**src/rtl/fws_pkg.sv**
```systemverilog
package fws_pkg;
  localparam int NFLAG = 5;
  localparam int STW   = 2;
  localparam int RW    = NFLAG + 1 + STW;

  // Index of each sticky flag inside the flag vector; the vector occupies
  // the top NFLAG bits of the status byte in this order.
  typedef enum logic [2:0] {
    F_FIN = 3'd0,
    F_TMO = 3'd1,
    F_WER = 3'd2,
    F_WIN = 3'd3,
    F_PAC = 3'd4
  } flag_e;

  localparam logic [NFLAG-1:0] IRQ_MASK = (NFLAG'(1) << F_WIN) |
                                          (NFLAG'(1) << F_WER) |
                                          (NFLAG'(1) << F_TMO);
endpackage

```
**src/rtl/fws_rst_sync.sv**
```systemverilog
module fws_rst_sync #(
  parameter int STAGES = 2
) (
  input  logic clk,
  input  logic rst_n_i,
  output logic rst_n_o
);
  logic [STAGES-1:0] sync_q;
  logic [STAGES-1:0] sync_d;

  always_comb sync_d = {sync_q[STAGES-2:0], 1'b1};

  always_ff @(posedge clk or negedge rst_n_i) begin
    if (!rst_n_i) sync_q <= '0;
    else          sync_q <= sync_d;
  end

  assign rst_n_o = sync_q[STAGES-1];
endmodule

```
**src/rtl/fws_wr_check.sv**
```systemverilog
module fws_wr_check #(
  parameter int DW = 32
) (
  input  logic          wr_prot,
  input  logic [DW-1:0] wr_data,
  input  logic [DW-1:0] wr_old,
  output logic          wr_bad
);
  logic [DW-1:0] up_bit;

  // A bit that asks for 1 over a stored 0 cannot be programmed.
  for (genvar i = 0; i < DW; i++) begin : g_bit
    assign up_bit[i] = wr_data[i] & ~wr_old[i];
  end

  assign wr_bad = wr_prot | (|up_bit);
endmodule

```
**src/rtl/fws_flag.sv**
```systemverilog
module fws_flag (
  input  logic clk,
  input  logic rst_ni,
  input  logic set_i,
  input  logic clr_i,
  input  logic srst_i,
  output logic q_o
);
  logic q_d;
  logic q_en;

  always_comb begin
    q_en = srst_i | set_i | clr_i;
    if (srst_i)     q_d = 1'b0;
    else if (set_i) q_d = 1'b1;
    else            q_d = 1'b0;
  end

  always_ff @(posedge clk or negedge rst_ni) begin
    if (!rst_ni)   q_o <= 1'b0;
    else if (q_en) q_o <= q_d;
  end
endmodule

```
**src/rtl/fws_status.sv**
```systemverilog
module fws_status
  import fws_pkg::*;
#(
  parameter int DW = 32
) (
  input  logic            clk,
  input  logic            rst_n,
  input  logic            seq_en,
  input  logic            seq_idle,
  input  logic [STW-1:0]  seq_state,
  input  logic            cpu_acc,
  input  logic            wr_req,
  input  logic            wr_prot,
  input  logic [DW-1:0]   wr_data,
  input  logic [DW-1:0]   wr_old,
  input  logic            eng_err,
  input  logic            eng_tmo,
  input  logic            eng_done,
  input  logic            reg_wr,
  input  logic [RW-1:0]   reg_wdata,
  input  logic            reg_rmw,
  input  logic            soft_rst,
  input  logic            err_irq_en,
  output logic [RW-1:0]   reg_rdata,
  output logic            err_irq
);
  logic             rst_ni;
  logic             en_q;
  logic             en_d;
  logic             wr_bad;
  logic [NFLAG-1:0] set_vec;
  logic [NFLAG-1:0] clr_vec;
  logic [NFLAG-1:0] flags;

  fws_rst_sync #(.STAGES(2)) u_rst (
    .clk     (clk),
    .rst_n_i (rst_n),
    .rst_n_o (rst_ni)
  );

  fws_wr_check #(.DW(DW)) u_chk_wr (
    .wr_prot (wr_prot),
    .wr_data (wr_data),
    .wr_old  (wr_old),
    .wr_bad  (wr_bad)
  );

  // Enable history, used to see the disabling edge.
  always_comb en_d = seq_en;

  always_ff @(posedge clk or negedge rst_ni) begin
    if (!rst_ni) en_q <= 1'b0;
    else         en_q <= en_d;
  end

  always_comb begin
    set_vec        = '0;
    set_vec[F_PAC] = seq_en & cpu_acc & ~seq_idle;
    set_vec[F_WIN] = en_q & ~seq_en & ~seq_idle;
    set_vec[F_WER] = seq_en & ((wr_req & wr_bad) | eng_err);
    set_vec[F_TMO] = seq_en & eng_tmo;
    set_vec[F_FIN] = seq_en & eng_done;
    clr_vec        = {NFLAG{reg_wr}} & ~reg_wdata[RW-1 -: NFLAG];
  end

  for (genvar f = 0; f < NFLAG; f++) begin : g_flag
    fws_flag u_flag (
      .clk    (clk),
      .rst_ni (rst_ni),
      .set_i  (set_vec[f]),
      .clr_i  (clr_vec[f]),
      .srst_i (soft_rst),
      .q_o    (flags[f])
    );
  end

  always_comb begin
    reg_rdata = {(reg_rmw ? {NFLAG{1'b1}} : flags), seq_idle, seq_state};
    err_irq   = err_irq_en & (|(flags & IRQ_MASK));
  end
endmodule

```
**config.mk**
```make
export PLATFORM = sky130hd
export DESIGN_NAME = fws_status
export DESIGN_NICKNAME = d
export VERILOG_FILES = /design/src/rtl/fws_pkg.sv /design/src/rtl/fws_rst_sync.sv /design/src/rtl/fws_wr_check.sv /design/src/rtl/fws_flag.sv /design/src/rtl/fws_status.sv
export SDC_FILE = /design/constraint.sdc
export NUM_CORES = 1
export LEC_CHECK = 0
export ABC_AREA = 0
export CAP_MARGIN = 20
export CORE_ASPECT_RATIO = 2
export CORE_UTILIZATION = 24
export CTS_BUF_LIST = sky130_fd_sc_hd__clkbuf_8
export DETAILED_ROUTE_END_ITERATION = 16
export GPL_TIMING_DRIVEN = 1
export PLACE_DENSITY = 0.89
export SETUP_SLACK_MARGIN = 0.2
export SLEW_MARGIN = 20
export SYNTH_ARGS = -nofsm -noshare
export SYNTH_HDL_FRONTEND = slang
export SYNTH_SLANG_ARGS = --single-unit
```
**constraint.sdc**
```tcl
create_clock -name clk -period 1.1 [get_ports clk]
set_clock_uncertainty 0.2 [all_clocks]
set_input_delay 0.11 -clock clk [delete_from_list [all_inputs] [get_ports clk]]
set_output_delay 0.11 -clock clk [all_outputs]
set_load 0.01 [all_outputs]
```
== Word-level counts from Yosys, hierarchy flattened ==
Cells that the tools add are included.
Cells by class
  bitwise gates (word level): 89
  reductions and logical operators: 2
  multiplexer cells: 11
Operators with widths (number)
  AND 1 bit: 41
  NOT 1 bit: 34
  OR reduction 32 bit: 1
  OR 1 bit: 12
  2-to-1 mux 1 bit: 10
  AND 5 bit: 1
  2-to-1 mux 5 bit: 1
  NOT 5 bit: 1
  OR reduction 3 bit: 1
Word-level totals
  flip-flop bits (word level): 8
  logic and storage cells: 109
  output and inout bits: 9

== Longest topological paths before layout ==
Gate-level depths: netlist (run 1).
  word-level depth: 9
  gate-level depth with buffers: 4
  depth with buffers taken out: 4

== Cells and area by module ==
From an unflattened synthesis (run 1), not the netlist that was laid out.
Second synthesis, totals
  cell total of the unflattened synthesis: 89
  area, all modules: 710.7 um^2
Modules (own cells, without submodules)
  fws_wr_check: cells each 44, instances 1, area each 280.3 um^2
  fws_flag: cells each 4, instances 5, area each 43.8 um^2
  fws_status: cells each 22, instances 1, area each 157.7 um^2
  fws_rst_sync: cells each 3, instances 1, area each 53.8 um^2

== Least setup slack after synthesis (run 1) ==
Ideal clock, no wire load.
  path type: input-to-reg
  start point: input wr_data[7]
  end point: register g_flag[2].u_flag.q_o
  buffers on the path: 0
  arrival: 963 ps
  stages on the path: 4
  library setup time: 124 ps
  slack: -187 ps
  cell sequence: inv_1 -> o22ai_1 -> or4_1 -> o31a_1
Between the ends
  cells in the longest elaborated chain, start to end: 8
Ends and longest elaborated chain
  from (decl): RTL line fws_status.sv:14  | input logic [DW-1:0] wr_data,
  AND 1 bit *: RTL line fws_wr_check.sv:13  | assign up_bit[i] = wr_data[i] & ~wr_old[i];
  OR reduction 32 bit *: RTL line fws_wr_check.sv:16  | assign wr_bad = wr_prot | (|up_bit);
  OR 1 bit *: RTL line fws_wr_check.sv:16
  AND 1 bit *: RTL line fws_status.sv:60  | set_vec[F_WER] = seq_en & ((wr_req & wr_bad) | eng_err);
  OR 1 bit *: RTL line fws_status.sv:60
  AND 1 bit *: RTL line fws_status.sv:60
  2-to-1 mux 1 bit / OR 1 bit (equally long branches): RTL line fws_flag.sv:15, fws_flag.sv:13
  2-to-1 mux 1 bit / OR 1 bit (equally long branches): RTL line fws_flag.sv:14, fws_flag.sv:13
  to (signal assigned): RTL line fws_flag.sv:21  | else if (q_en) q_o <= q_d;
  to (decl): RTL line fws_flag.sv:7  | output logic q_o
Every way passes the cells marked *; elsewhere a longest branch is shown, timed or not.
A chain may end at the register's enable or synchronous reset.

== Worst setup path in the final report (run 1) ==
  start point: register g_flag[3].u_flag.q_o
  end point: output err_irq
Between the ends
  cells in the longest elaborated chain, start to end: 2
Ends and longest elaborated chain
  from (decl): RTL line fws_flag.sv:7
  from (signal assigned): RTL line fws_flag.sv:21
  OR reduction 3 bit: RTL line fws_status.sv:79  | err_irq = err_irq_en & (|(flags & IRQ_MASK));
  AND 1 bit: RTL line fws_status.sv:79
  to (decl): RTL line fws_status.sv:25  | output logic err_irq
No other way between the ends.

==> out/qor.yml, run 1 <==
clock_latency_ps: 220
ant_nets: 0
path_max_fanout: 3
gp_congestion: 0.7290
cts_tree: "done"
path_cells: "o31a_1 > buf_2"
netSwitchingFraction_pct: 24.68
coreArea_um2: 2537
portBuffers: 89
finalSetupViolCount: 7
synth_edf_count: 0
drive_above_1_share_pct: 30.46
dp_cells: 198
p_int_uw: 894.8
final_cells: 202
utilization_pct: 73.03
wirelength_um: 3087
wl_per_cell_um: 15.28
synthArstFlopShare_pct: 100.0
seq_power_share_pct: 27.5
finalMaxSlewViolations: 0
place_hpwl_um: 2326
ios: 97
place_ws_ps: -772.2
synth_most_common_cell: "nor2b_1"
timing.final.ws_setup_ps: -246.7
fmax_ghz: 0.7425
vias: 1003
cts.sinks: 8
postLayoutCellArea_um2: 1853
hold_violations: 8
avgViaCountPerCell: 4.965
cp_slowest_cell: "dfrtp_1"
violations: "negative hold slack, negative setup slack"
min_period_ps: 1347
core.rowCount: 26
path_buf_inv: 1
area_growth_syn_to_layout_pct: 186.5
status: "finished, violations left"
leakage_nw: 0.9827
cts_buffer_depth: 2
synth_top_cell_by_area: "dfrtp_1"
numCtsBuffers: 3
crit_required_ps: 790
gr-total-overflow: 0
period_share_pct: 122.4
hold_slack_ps: -148.4
drtIter0Drc: 5
mappedNetlistArea_um2: 646.9
synth_commonest_cells: "19 x nor2b_1, 14 x inv_1, 8 x dfrtp_1, 5 x a21oi_1, 5 x or2_2"
reg2reg_from: "g_flag[2].u_flag.q_o"
antenna_found_initial: 0
dpl_cell_area_um2: 1585
rsz0062_at_grt: "yes"
yosysTopAreaCellShare_pct: 30.95
die_h_um: 75.42
path_clk_slew_ps: 40
grt_max_degree: 7
synth_seq_cells: 8
yosys_warnings: 0
htree_levels: 1
ir_drop_v: 0.0004244
yosys-top-cells-area: "dfrtp_1 31%, nor2b_1 18%, inv_1 8.1%"
cts_root_buffer: "clkbuf_8"
worst-endpoint-arrival_ps: 1040
final.setup.tns_ps: -1350
hold_class: "in -> async"
syn_nets: 169
end_kind: "output pin"
maxCapViolations: 0
synth-seq-area-share_pct: 30.95
combPwrFrac_pct: 44.5
grt_pass1_wl_um: 4160
p_total_mw: 1.188
die_w_um: 38.71
nets: 264
power.density_nw_per_um2: 641.1
start_util_pct: 25.49
p_clk_share_pct: 28.0
ys_types: 21
grt_use_total_pct: 19.97
syn_avg_cell_area_um2: 7.986
cpPeakStageDelay_ps: 380
cp_top_family: "flip-flops"
cp-start-kind: "register"
critPathKind: "reg -> out"
grt_pass1_vias: 1026
dr.pass1.iters: 4
antenna_cells: 0
synth_top_flop_cell: "dfrtp_1"
syn_inst: 81
die-area_um2: 2920
critical_path.startpoint: "g_flag[3].u_flag.q_o"
drc: 0
switchingPower_uw: 293.2
-- final timing paths --
path,endpoint,slack (ps),depth (start not counted)
min reg2reg,g_flag[1].u_flag.q_o,-110,0
min in group clk,reg_rdata[1],20,0
min,u_rst.sync_q[0],-150,1
max,err_irq,-250,2
max in group asynchronous,g_flag[4].u_flag.q_o,610,0
max reg2reg,g_flag[2].u_flag.q_o,-220,3
-- sequential cells by signal, summed over array words and instances, names as in the netlist --
| signal | count |
|---|---|
| en_q | 1 |
| g_flag.u_flag.q_o | 5 |
| u_rst.sync_q | 2 |
-- worst register-to-register path, delay by kind of cell (launching register included) --
kind            cells  cell delay (ps)
compound gates      2              440
flops               1              420
simple gates        1              150
-- power groups by stage --
stage | combinational (mW) | sequential [mW] | clock [mW]
6_report | 0.528 | 0.327 | 0.333
5_1_grt | 0.563 | 0.328 | 0.354
3_5_place_dp | 0.475 | 0.329 | 0
4_1_cts | 0.498 | 0.326 | 0.335
2_1_floorplan | 0.126 | 0.325 | 0
3_3_place_gp | 0.467 | 0.328 | 0
-- cell type report --
type                            instances  area, um2
Fill cell                             197      684.4
Clock buffer                            3      41.29
Tap cell                               28      35.03
Multi-Input combinational cell         56      636.9
Timing Repair Buffer                   93      887.1
Inverter                               14      52.55
Sequential cell                         8      200.2
-- cells in the final DEF (no fill, tap or decap), drive strengths merged --
cell           count
nor2               1
inv               14
nand4              2
nand2b             1
o21ai              4
or4                1
nand3b             1
a222oi             1
dfrtp              8
clkdlybuf4s15      3
or2                5
conb               1
a2111oi            6
dlymetal6s2s      13
dlygate4sd2       53
clkbuf             3
nand2              4
nor2b             19
o31a               2
o22ai              2
buf               11
clkdlybuf4s50     13
a22oi              1
a21oi              5
-- what timing repair did --
item | in CTS | in global routing
resized for setup | 134 | 31
endpoints found under the setup margin | 12 | 10
endpoints found under the hold margin | 8 | 8
pin swaps | 16 | 14
setup buffers | 1 | 0
-- metal layers --
metal / part of all wire [%] / wire length [um] / track usage (%)
met3: 13 / 412 / 7.289
met5: 0 / 0 / 0
met1: 32 / 983 / 19.23
met4: 2.1 / 64 / 6.130
met2: 53 / 1627 / 37.22
-- logic make-up (layout without fill, tap and decap cells) --
kind of cell | after synthesis | count (layout) | synth area share (%)
other | 1 | 1 | 0.5797
AND/OR/NAND/NOR | 34 | 34 | 31.33
buffers and inverters | 17 | 110 | 11.61
flip-flops | 8 | 8 | 30.95
AO/OA/AOI/OAI | 21 | 21 | 25.53
Note: power is estimated with default switching activity, not from simulation.
==> run 2: changes to the inputs <==
==> constraint.sdc (replaced) <==
create_clock -name clk -period 1.3 [get_ports clk]
set_clock_uncertainty 0.2 [all_clocks]
set_input_delay 0.13 -clock clk [delete_from_list [all_inputs] [get_ports clk]]
set_output_delay 0.13 -clock clk [all_outputs]
set_load 0.01 [all_outputs]
==> out/qor.yml, run 2 (same netlist as run 1, synthesis figures left out) <==
antenna_cells: 0  # unchanged
layout.area.seq_um2: 200.2  # unchanged
core.rowCount: 26  # unchanged
dp_cells: 198  # unchanged
drive_above_1_share_pct: 32.39  # was 30.46%
p_total_mw: 1.009  # was 1.188 mW
cts_tree: "done"  # unchanged
cts_buffer_depth: 2  # unchanged
gp_congestion: 0.7223  # was 0.7290
path_clk_slew_ps: 40  # about the same
ir_drop_v: 0.0003897  # was 0.0004244 V
antenna_found_initial: 0  # unchanged
cts_root_buffer: "clkbuf_8"  # unchanged
largest-register: "g_flag.u_flag.q_o"  # unchanged
mostFrequentLayoutCells: "49 x dlygate4sd2_1, 18 x nor2b_4, 13 x clkdlybuf4s50_1"  # was 53 x dlygate4sd2_1, 17 x nor2b_4, 13 x clkdlybuf4s50_1, 13 x dlymetal6s2s_1, 10 x inv_1
grt_pass1_vias: 1070  # was 1026
min_period_ps: 1368
gr-total-overflow: 0  # unchanged
worst-endpoint-arrival_ps: 1040  # about the same
crit_required_ps: 970  # was 790 ps
hold_class: "reg -> async"  # was in -> async
fillCellCount: 207  # was 197
rsz0062_at_grt: "yes"  # unchanged
largest_register_ff_count: 5  # unchanged
critical_path.startpoint: "g_flag[1].u_flag.q_o"  # was g_flag[3].u_flag.q_o
drtIter0Drc: 7  # was 5
leakage_nw: 0.9637  # was 0.9827 nW
finalSetupViolCount: 4  # was 7
die-area_um2: 2920  # unchanged
coreArea_um2: 2537  # unchanged
cp-start-kind: "register"  # unchanged
final_common_cell: "dlygate4sd2_1"  # unchanged
avgViaCountPerCell: 4.819  # was 4.965
grt_max_degree: 7  # unchanged
status: "finished, violations left"  # unchanged
grt_use_total_pct: 20.86  # was 19.97%
dr.pass1.iters: 4  # unchanged
numCtsBuffers: 3  # unchanged
htree_levels: 1  # unchanged
timing.final.ws_setup_ps: -68.02  # was -246.7 ps
hold_slack_ps: -115.7  # was -148.4 ps
top_regs: "g_flag.u_flag.q_o: 5 flops, u_rst.sync_q: 2 flops, en_q: 1 flops"  # unchanged
path_max_fanout: 3  # unchanged
violations: "negative hold slack, negative setup slack"  # unchanged
reg2reg_from: "g_flag[2].u_flag.q_o"  # unchanged
die_w_um: 38.71  # unchanged
multi_input_area_um2: 634.4  # was 636.9 um2
power.density_nw_per_um2: 545.6  # was 641.1 nW/um2
final_cells: 204  # was 202
finalMaxSlewViolations: 0  # unchanged
portBuffers: 89  # unchanged
end_kind: "output pin"  # unchanged
area_growth_syn_to_layout_pct: 185.9  # was 186.5%
ant_nets: 0  # unchanged
fmax_ghz: 0.7310
start_util_pct: 25.49  # unchanged
wl_per_cell_um: 14.10  # was 15.28 um
dpl_cell_area_um2: 1573  # was 1585 um2
maxCapViolations: 0  # unchanged
ctsHoldBuffers: 1
cts.sinks: 8  # unchanged
place_hpwl_um: 2191  # was 2326 um
nets: 266  # was 264
hold_violations: 6  # was 8
ios: 97  # unchanged
postLayoutCellArea_um2: 1849  # was 1853 um2
critPathKind: "reg -> out"  # unchanged
die_h_um: 75.42  # unchanged
vias: 983  # was 1003
clock_latency_ps: 220  # about the same
grt_pass1_wl_um: 4264  # was 4160 um
drc: 0  # unchanged
wirelength_um: 2876  # was 3087 um
period_share_pct: 105.2
final.setup.tns_ps: -188.9  # was -1350 ps
==> run 2: cell types whose count changed in the layout (fill, tap and decap cells not counted), moves of 2 or more <==
cell / delta
clkdlybuf4s15_1: +5
dlygate4sd2_1: -4
dlymetal6s2s_1: -3
o21ai_0: +3
a21oi_1: +2
a21oi_2: -2
clkbuf_2: +2
inv_1: -2
inv_2: +2
o21ai_1: -2
==> run 2: what timing repair did <==
action / CTS / global route
buffers inserted: 2 / 0
gates cloned: 0 / 0
pin swaps: 19 / 12
resized for setup: 145 / 31
endpoints found under the setup margin: 8 / 9
hold endpoints to repair: 8 / 6
==> run 2: worst paths after layout <==
path	to	slack (ps)	depth (start not counted)
worst max-delay path	err_irq	-70	2
worst min-delay path	g_flag[0].u_flag.q_o	-120	0
worst max register to register	g_flag[2].u_flag.q_o	-10	3
worst min register to register	g_flag[0].u_flag.q_o	-120	0
max in group asynchronous	u_rst.sync_q[1]	360	2
min in group clk	en_q	30	2
==> run 2: power by group <==
group          total [mW]  switching [mW]  internal (mW)
logic               0.447           0.151          0.297
clock network       0.287          0.0869          0.200
registers           0.275          0.0113          0.264
total                1.01           0.249          0.760
==> run 2: cell type report <==
class	instances	area share, %
Inverter	14	2.842
Sequential cell	8	10.83
Clock buffer	3	2.233
Tap cell	28	1.894
Timing Repair Buffer	95	47.90
Multi-Input combinational cell	56	34.30
==> run 2: per-stage QoR <==
step	util (%)	worst slack (ps)	hold slack [ps]
after floorplan	-	-2.784	-365.6
after global placement	61.98	-652.1	-110.7
after detailed placement	61.98	-561.2	-104.2
after CTS	70.32	-79.64	-102.6
after global routing	72.88	-92.25	-88.51
final	72.88	-68.02	-115.7
==> run 2: critical path: stages, from the launching register on <==
cell and delay [ps]:
dfrtp_1 380, o31a_1 300, buf_2 140
==> run 2: layer usage <==
metal	vias to the layer above	share of wire, %	global-route usage, %
met4	0	2.4	7.280
met3	8	11	6.122
met2	74	60	43.33
li1	463	-	-
met5	-	0	0
met1	438	27	16.24
==> run 3: changes to the inputs <==
--- a/config.mk
+++ b/config.mk
@@ -6,7 +6,6 @@
 export NUM_CORES = 1
 export LEC_CHECK = 0
 export ABC_AREA = 0
-export CAP_MARGIN = 20
 export CORE_ASPECT_RATIO = 2
 export CORE_UTILIZATION = 24
 export CTS_BUF_LIST = sky130_fd_sc_hd__clkbuf_8
@@ -14,7 +13,7 @@
 export GPL_TIMING_DRIVEN = 1
 export PLACE_DENSITY = 0.89
 export SETUP_SLACK_MARGIN = 0.2
-export SLEW_MARGIN = 20
+export SLEW_MARGIN = 10
 export SYNTH_ARGS = -nofsm -noshare
 export SYNTH_HDL_FRONTEND = slang
 export SYNTH_SLANG_ARGS = --single-unit
==> results of run 3 <==
Same layout as run 2: the final DEF is identical, and so are final timing and power.
